### src/rtl/mcd_pkg.sv
package mcd_pkg;
  localparam int REG_W  = 32;
  localparam int MODE_W = 8;
  localparam int CNT_W  = 8;
  localparam int REST_W = REG_W - MODE_W - CNT_W;

  typedef struct packed {
    logic [REST_W-1:0] rest;
    logic [CNT_W-1:0]  cnt;
    logic [MODE_W-1:0] mode;
  } mcd_word_t;
endpackage

### src/rtl/mcd_illegal.sv
module mcd_illegal
  import mcd_pkg::*;
#(
  parameter logic [MODE_W-1:0] SUPPORTED = 8'h0F
) (
  input  logic              instr_ok,
  input  logic              redirect,
  input  logic [MODE_W-1:0] need_mode,
  input  logic [MODE_W-1:0] cur_mode,
  input  logic [CNT_W-1:0]  cur_cnt,
  output logic              illegal
);
  logic counting;
  logic need_unsup;
  logic held_unsup;

  always_comb begin
    counting   = |cur_cnt;
    need_unsup = |(need_mode & ~SUPPORTED);
    held_unsup = (|need_mode) && (|(cur_mode & ~SUPPORTED));
    illegal    = instr_ok && ((redirect && counting) || need_unsup || held_unsup);
  end
endmodule

### src/rtl/mcd_state.sv
module mcd_state
  import mcd_pkg::*;
(
  input  logic      clk,
  input  logic      rst,
  input  logic      restore_en,
  input  mcd_word_t restore_word,
  input  logic      load_en,
  input  mcd_word_t load_word,
  input  logic      step,
  output mcd_word_t cur
);
  always_ff @(posedge clk) begin
    if (rst) begin
      cur <= '0;
    end else if (restore_en) begin
      cur <= restore_word;
    end else if (load_en) begin
      cur <= load_word;
    end else if (step && (cur.cnt != '0)) begin
      if (cur.cnt == CNT_W'(1)) begin
        cur.cnt  <= '0;
        cur.mode <= '0;
      end else begin
        cur.cnt <= cur.cnt - CNT_W'(1);
      end
    end
  end

  logic quiet;
  assign quiet = step && !restore_en && !load_en;

  assert_reset_clear_R1: assert property (@(posedge clk) rst |=> (cur == '0));

  assert_restore_load_R10: assert property (@(posedge clk) disable iff (rst)
    restore_en |=> (cur == $past(restore_word)));

  assert_decrement_R3: assert property (@(posedge clk) disable iff (rst)
    (quiet && cur.cnt > CNT_W'(1)) |=>
      (cur.cnt == $past(cur.cnt) - CNT_W'(1)) && (cur.mode == $past(cur.mode)));

  assert_persist_R3: assert property (@(posedge clk) disable iff (rst)
    (quiet && cur.cnt == '0) |=> $stable(cur));

  assert_expire_R4: assert property (@(posedge clk) disable iff (rst)
    (quiet && cur.cnt == CNT_W'(1)) |=> (cur.cnt == '0) && (cur.mode == '0));
endmodule

### src/rtl/mode_countdown_ctrl.sv
module mode_countdown_ctrl
  import mcd_pkg::*;
#(
  parameter logic [MODE_W-1:0] SUPPORTED = 8'h0F
) (
  input  logic              clk,
  input  logic              rst,
  input  logic              wr_en,
  input  logic [REG_W-1:0]  wr_data,
  input  logic              retire,
  input  logic              redirect,
  input  logic [MODE_W-1:0] need_mode,
  input  logic              restore_en,
  input  logic [REG_W-1:0]  restore_data,
  output logic [MODE_W-1:0] mode_out,
  output logic [REG_W-1:0]  save_word,
  output logic              trap_req
);
  mcd_word_t cur;
  logic      trap_q;
  logic      retire_live;
  logic      illegal;
  logic      step;

  // a retire counts only outside the trap cycle and not alongside a write or restore
  assign retire_live = retire && !trap_q && !wr_en && !restore_en;

  mcd_illegal #(.SUPPORTED(SUPPORTED)) u_illegal (
    .instr_ok  (retire_live),
    .redirect  (redirect),
    .need_mode (need_mode),
    .cur_mode  (cur.mode),
    .cur_cnt   (cur.cnt),
    .illegal   (illegal)
  );

  assign step = retire_live && !illegal;

  mcd_state u_state (
    .clk          (clk),
    .rst          (rst),
    .restore_en   (restore_en),
    .restore_word (mcd_word_t'(restore_data)),
    .load_en      (wr_en),
    .load_word    (mcd_word_t'(wr_data)),
    .step         (step),
    .cur          (cur)
  );

  always_ff @(posedge clk) begin
    if (rst) trap_q <= 1'b0;
    else     trap_q <= illegal;
  end

  assign mode_out  = cur.mode;
  assign save_word = cur;
  assign trap_req  = trap_q;

  assert_trap_single_R9: assert property (@(posedge clk) disable iff (rst)
    trap_q |=> !trap_q);

  assert_trap_freeze_R9: assert property (@(posedge clk) disable iff (rst)
    (trap_q && !wr_en && !restore_en) |=> $stable(cur));

  assert_redirect_trap_R6: assert property (@(posedge clk) disable iff (rst)
    (retire_live && redirect && cur.cnt != '0) |=> (trap_q && $stable(cur)));

  assert_unsup_need_R7: assert property (@(posedge clk) disable iff (rst)
    (retire_live && |(need_mode & ~SUPPORTED)) |=> trap_q);

  assert_write_wins_R5: assert property (@(posedge clk) disable iff (rst)
    (wr_en && !restore_en) |=> (!trap_q && cur == $past(wr_data)));
endmodule

### config.mk
export PLATFORM = sky130hd
export DESIGN_NAME = mode_countdown_ctrl
export DESIGN_NICKNAME = d
export VERILOG_FILES = /design/src/rtl/mcd_pkg.sv /design/src/rtl/mcd_illegal.sv /design/src/rtl/mcd_state.sv /design/src/rtl/mode_countdown_ctrl.sv
export SDC_FILE = /design/constraint.sdc
export NUM_CORES = 1
export LEC_CHECK = 0
export ABC_AREA = 1
export CORE_MARGIN = 2
export CORE_UTILIZATION = 41
export DETAILED_ROUTE_END_ITERATION = 10
export PLACE_DENSITY_LB_ADDON = 0.2
export SLEW_MARGIN = 20
export SYNTH_ARGS = -nofsm -noshare
export SYNTH_HDL_FRONTEND = slang
export SYNTH_SLANG_ARGS = --single-unit
### constraint.sdc
create_clock -name clk -period 2.35 [get_ports clk]
set_clock_uncertainty 0.05 [all_clocks]
set_input_delay 0.3525 -clock clk [delete_from_list [all_inputs] [get_ports clk]]
set_output_delay 0.3525 -clock clk [all_outputs]
set_load 0.01 [all_outputs]
==> results.md <==
Floorplan:
- The initialized floorplan defines 25 standard-cell rows.
- The area of the die is 5425 um^2.
- Measured along the y axis, the die boundary spans 73.66 um.
- The initial core utilization is 42.40%.
- In this run the count of I/O pins placed on the die edge is 119.
- The core area is 4692 um^2.
- The die is 73.66 um wide.

Logic synthesis:
- The per-instance average area after synthesis is 6.609 um^2.
- The total number of yosys warnings is 0.
- The number of unique standard cell types used by synthesis is 31.
- The number of nets handed over by synthesis was 382.
- The synthesized design contains 33 register bits.
- The synthesized netlist devotes 1.887% of its cell area to adder and majority cells.
- The cell area after synthesis is 1989 um^2.
- By area, the combinational part of the netlist is dominated by simple AND/OR/NAND/NOR gates.
- The xor-xnor portion of the synthesized cell area is 1.321%.
- Multiplexer cells account for 0% of the synthesized area.
- The share of the Yosys chip area taken by registers is 33.21%.
- The compound-cell area share of the yosys netlist is 13.27%.
- In the synthesized netlist, the number of instances is 301.
- The share of synthesized cell area in and, or, nand and nor gates is 36.92%.

Min path:
- The tightest min-delay check is of the flop to flop type.

Timing:
- In this run the tightest slew margin relative to its limit is 66.92%.
- Setup violations remaining at the end of the flow were counted as 0.
- For the pin with the worst max-slew slack, the measured transition is 495.0 ps.
- Derived from the worst setup path, the maximum achievable clock frequency is 0.5480 GHz.
- The final count of hold timing violations came to 0.
- The share of the clock period used by the worst path after layout is 77.66%.
- Setup repair after global routing left no endpoint under its margin.
- The smallest clock period supported by the final layout is computed as 1825 ps.
- The number of pins exceeding their max-slew limit in the final report is 0.
- The worst path setup slack after routing is 525.0 ps.
- The summed negative setup slack over all endpoints is 0 ps.

Clock tree:
- In this run the post-CTS setup repair buffer count came out at 0.
- The number of CTS-inserted buffers is 5.
- The clock passes through at most 2 buffers.
- Clock-pin slew was measured on the worst setup and hold paths at 70 ps.
- The H-tree level count is 2.
- After clock tree synthesis, the flow added hold-fix buffers numbering 0.
- Gates resized during post-CTS repair numbered 0.
- For the worst-skew pair, the clock arrives at the later sink with an insertion delay of 280 ps.
- The TritonCTS clock tree is built.
- The clock drives 33 sinks.
- Clock tree synthesis selected as its root buffer the cell sky130_fd_sc_hd__clkbuf_8.

GRT:
- The residual overflow from global routing is 0.
- The largest net degree at the start of global routing is 23.
- The first global-routing pass estimated 9.149 mm of wire.
- The number of global-route vias before repair came to 2120.
- For met1 alone, demand over resource in global routing was 24.60%.
- Global routing used 21.44% of the available tracks across all layers.
- The initial antenna violation count came to 0.
- For this run, global-route usage on met2 was measured as 37.90%.
- The met3 demand-to-capacity share in global routing is 6.996%.
- met2 is the most crowded layer.

Setup path:
- The most critical setup path has its startpoint at u_state.cur[8].
- The worst flop-to-flop path startpoint is u_state.cur[8].
- For the worst setup path, the data required time is 2480 ps.
- The largest fanout on the critical path is 16.
- On the critical path, the stage with the largest delay is an instance of sky130_fd_sc_hd__dfxtp_1.
- The worst setup path is captured at a flop.
- At the worst endpoint, the arrival time is 1950 ps.
- Measured in cells, the most critical reg-to-reg path has a length of 11.
- The kind of critical path is flop to flop.
- The end point of the critical path is u_state.cur[3].
- The worst setup path is launched from a flop.
- The cell that appears most often on the critical path is sky130_fd_sc_hd__nor2_1.
- The largest single stage delay on the critical path is 440 ps.
- The reg-to-reg setup timing slack is 530 ps.
- The reg-to-reg critical path endpoint is u_state.cur[3].
- Traced cell by cell, the critical path runs through inv_1 -> ha_1 -> nand2_1 -> nor2_1 -> nor2_1 -> nand3_2 -> nand2_4 -> buf_4 -> nand3_1 -> nand2_1 -> nor2_1.

Final layout:
- In the layout the commonest cells are 118 x sky130_fd_sc_hd__clkdlybuf4s50_1, 94 x sky130_fd_sc_hd__nand2_1, 39 x sky130_fd_sc_hd__nor2_1, 33 x sky130_fd_sc_hd__dfxtp_1.
- The library cell used most frequently in the layout, excluding fill and tap cells, is sky130_fd_sc_hd__clkdlybuf4s50_1.
- The layout cell share with drive strength beyond 1 is 7.952%.
- The growth of design area from synthesis to finish is 63.33%.
- The number of antenna diodes is 0.
- After the last flow step, the layout net total stands at 495.

Outcome:
- The flow ran to the end, and the final reports show no timing, DRC or antenna violations.

Detailed routing:
- The number of vias in the routed layout is 2236.
- The number of detailed-routing iterations run before antenna repair is 4.
- Wires add up to 5.602 mm.
- After detailed routing, the number of vias per cell comes to 4.768.
- Once detail routing completed, the nets flagged for antenna violations numbered 0.
- In the routed design, unresolved DRC markers number 0.
- The routed length per instance is 11.94 um.
- The first routing iteration left 75 violations.

Pwr:
- The analysis attributes to cell leakage a power of 1.492 nW.
- In this run the power density over the cells is 486.2 nW/um^2.
- The worst ir drop on vdd is 0.3634 mV.

Place:
- The weighted congestion reported at the end of routability-driven placement is 0.7884.
- The total of buffers placed on input and output ports is 118.
- Before CTS, the worst setup slack after placement is 311.5 ps.
- The half-perimeter wire length of the detailed placement result is 4.368 mm.

Flow run:
- The tool flagged a number of max-cap violations equal to 0.
==> per-stage QoR <==
stage               hold WS (ps)  area, um^2  power (W)  utilization (%)  cells
floorplan                  454.4        1989  0.0009113                -    301
global placement           441.4        3163   0.001170            67.41    461
detailed placement         451.9        3163   0.001179            67.41    461
CTS                        461.2        3249   0.001594            69.25    469
global route               486.4        3249   0.001680            69.25    469
finish                     459.7        3249   0.001580            69.25    469
==> report_power, final <==
part | switching (W) | total [W] | internal, W
Sequential | 0.0000402 | 0.000643 | 0.000603
Clock | 0.000210 | 0.000414 | 0.000204
Combinational | 0.000219 | 0.000523 | 0.000304
==> how the worst min path moves through the flow <==
stage                   startpoint              to  slack, ps  cells after the start
floorplan                   retire        trap_req        450                      2
global placement    u_state.cur[3]  u_state.cur[3]        440                      2
detailed placement  u_state.cur[9]  u_state.cur[9]        450                      2
CTS                 u_state.cur[9]  u_state.cur[9]        460                      2
global route        u_state.cur[3]  u_state.cur[3]        490                      2
finish              u_state.cur[9]  u_state.cur[9]        460                      2
==> Yosys cell counts <==
master | n | area (um^2)
sky130_fd_sc_hd__nand2_1 | 94 | 352.8
sky130_fd_sc_hd__nor2_1 | 39 | 146.4
sky130_fd_sc_hd__dfxtp_1 | 33 | 660.6
sky130_fd_sc_hd__inv_1 | 28 | 105.1
sky130_fd_sc_hd__nand3_1 | 28 | 140.1
sky130_fd_sc_hd__buf_4 | 12 | 90.09
sky130_fd_sc_hd__a21oi_1 | 8 | 40.04
sky130_fd_sc_hd__a22oi_1 | 8 | 60.06
sky130_fd_sc_hd__o21ai_1 | 6 | 30.03
sky130_fd_sc_hd__a22o_1 | 4 | 35.03
sky130_fd_sc_hd__buf_1 | 3 | 11.26
sky130_fd_sc_hd__buf_2 | 3 | 15.01
sky130_fd_sc_hd__buf_6 | 3 | 33.78
sky130_fd_sc_hd__ha_1 | 3 | 37.54
sky130_fd_sc_hd__nand4_1 | 3 | 18.77
sky130_fd_sc_hd__o21ai_2 | 3 | 26.28
sky130_fd_sc_hd__o21bai_1 | 3 | 22.52
sky130_fd_sc_hd__xnor2_1 | 3 | 26.28
sky130_fd_sc_hd__a21oi_2 | 2 | 17.52
sky130_fd_sc_hd__clkbuf_1 | 2 | 7.510
sky130_fd_sc_hd__nor2_2 | 2 | 12.51
sky130_fd_sc_hd__o211ai_1 | 2 | 15.01
sky130_fd_sc_hd__a21o_2 | 1 | 8.760
sky130_fd_sc_hd__a221oi_1 | 1 | 8.760
sky130_fd_sc_hd__inv_2 | 1 | 3.750
sky130_fd_sc_hd__nand2_2 | 1 | 6.260
sky130_fd_sc_hd__nand2_4 | 1 | 11.26
sky130_fd_sc_hd__nand3_2 | 1 | 10.01
sky130_fd_sc_hd__nor2_4 | 1 | 11.26
sky130_fd_sc_hd__nor2_8 | 1 | 20.02
sky130_fd_sc_hd__nor3_1 | 1 | 5.000
==> metal layers <==
| metal | vias to the layer above | part of all wire [%] |
|---|---|---|
| met3 | 5 | 8.3 |
| met4 | 0 | 0.98 |
| met2 | 76 | 50 |
| met1 | 985 | 41 |
| li1 | 1170 | - |
| met5 | - | 0 |
==> registers in the layout, summed over array words and instances, names as in the netlist <==
signal	count
trap_req	1
u_state.cur	32
==> logic make-up after synthesis <==
logic type | after synthesis
AO/OA/AOI/OAI | 38
XOR/XNOR | 3
adder cells (fa/ha/maj) | 3
buffers and inverters | 52
flip-flops | 33
AND/OR/NAND/NOR | 172
==> critical path: cells and delay by family, from the launching register on <==
kind / cells / cell delay [ps]
buf+inv: 2 / 280
simple gates: 8 / 730
fa+ha+maj: 1 / 210
flops: 1 / 440
==> cell type report <==
class	count	area [um^2]
tap	54	67.56
fill	428	1443
clock buffer	5	68.82
multi-input combinational	216	1062
clock inverter	3	17.52
sequential	33	660.6
inverter	29	108.9
timing repair buffer	129	1264
Power figures use the tool's default switching activity.
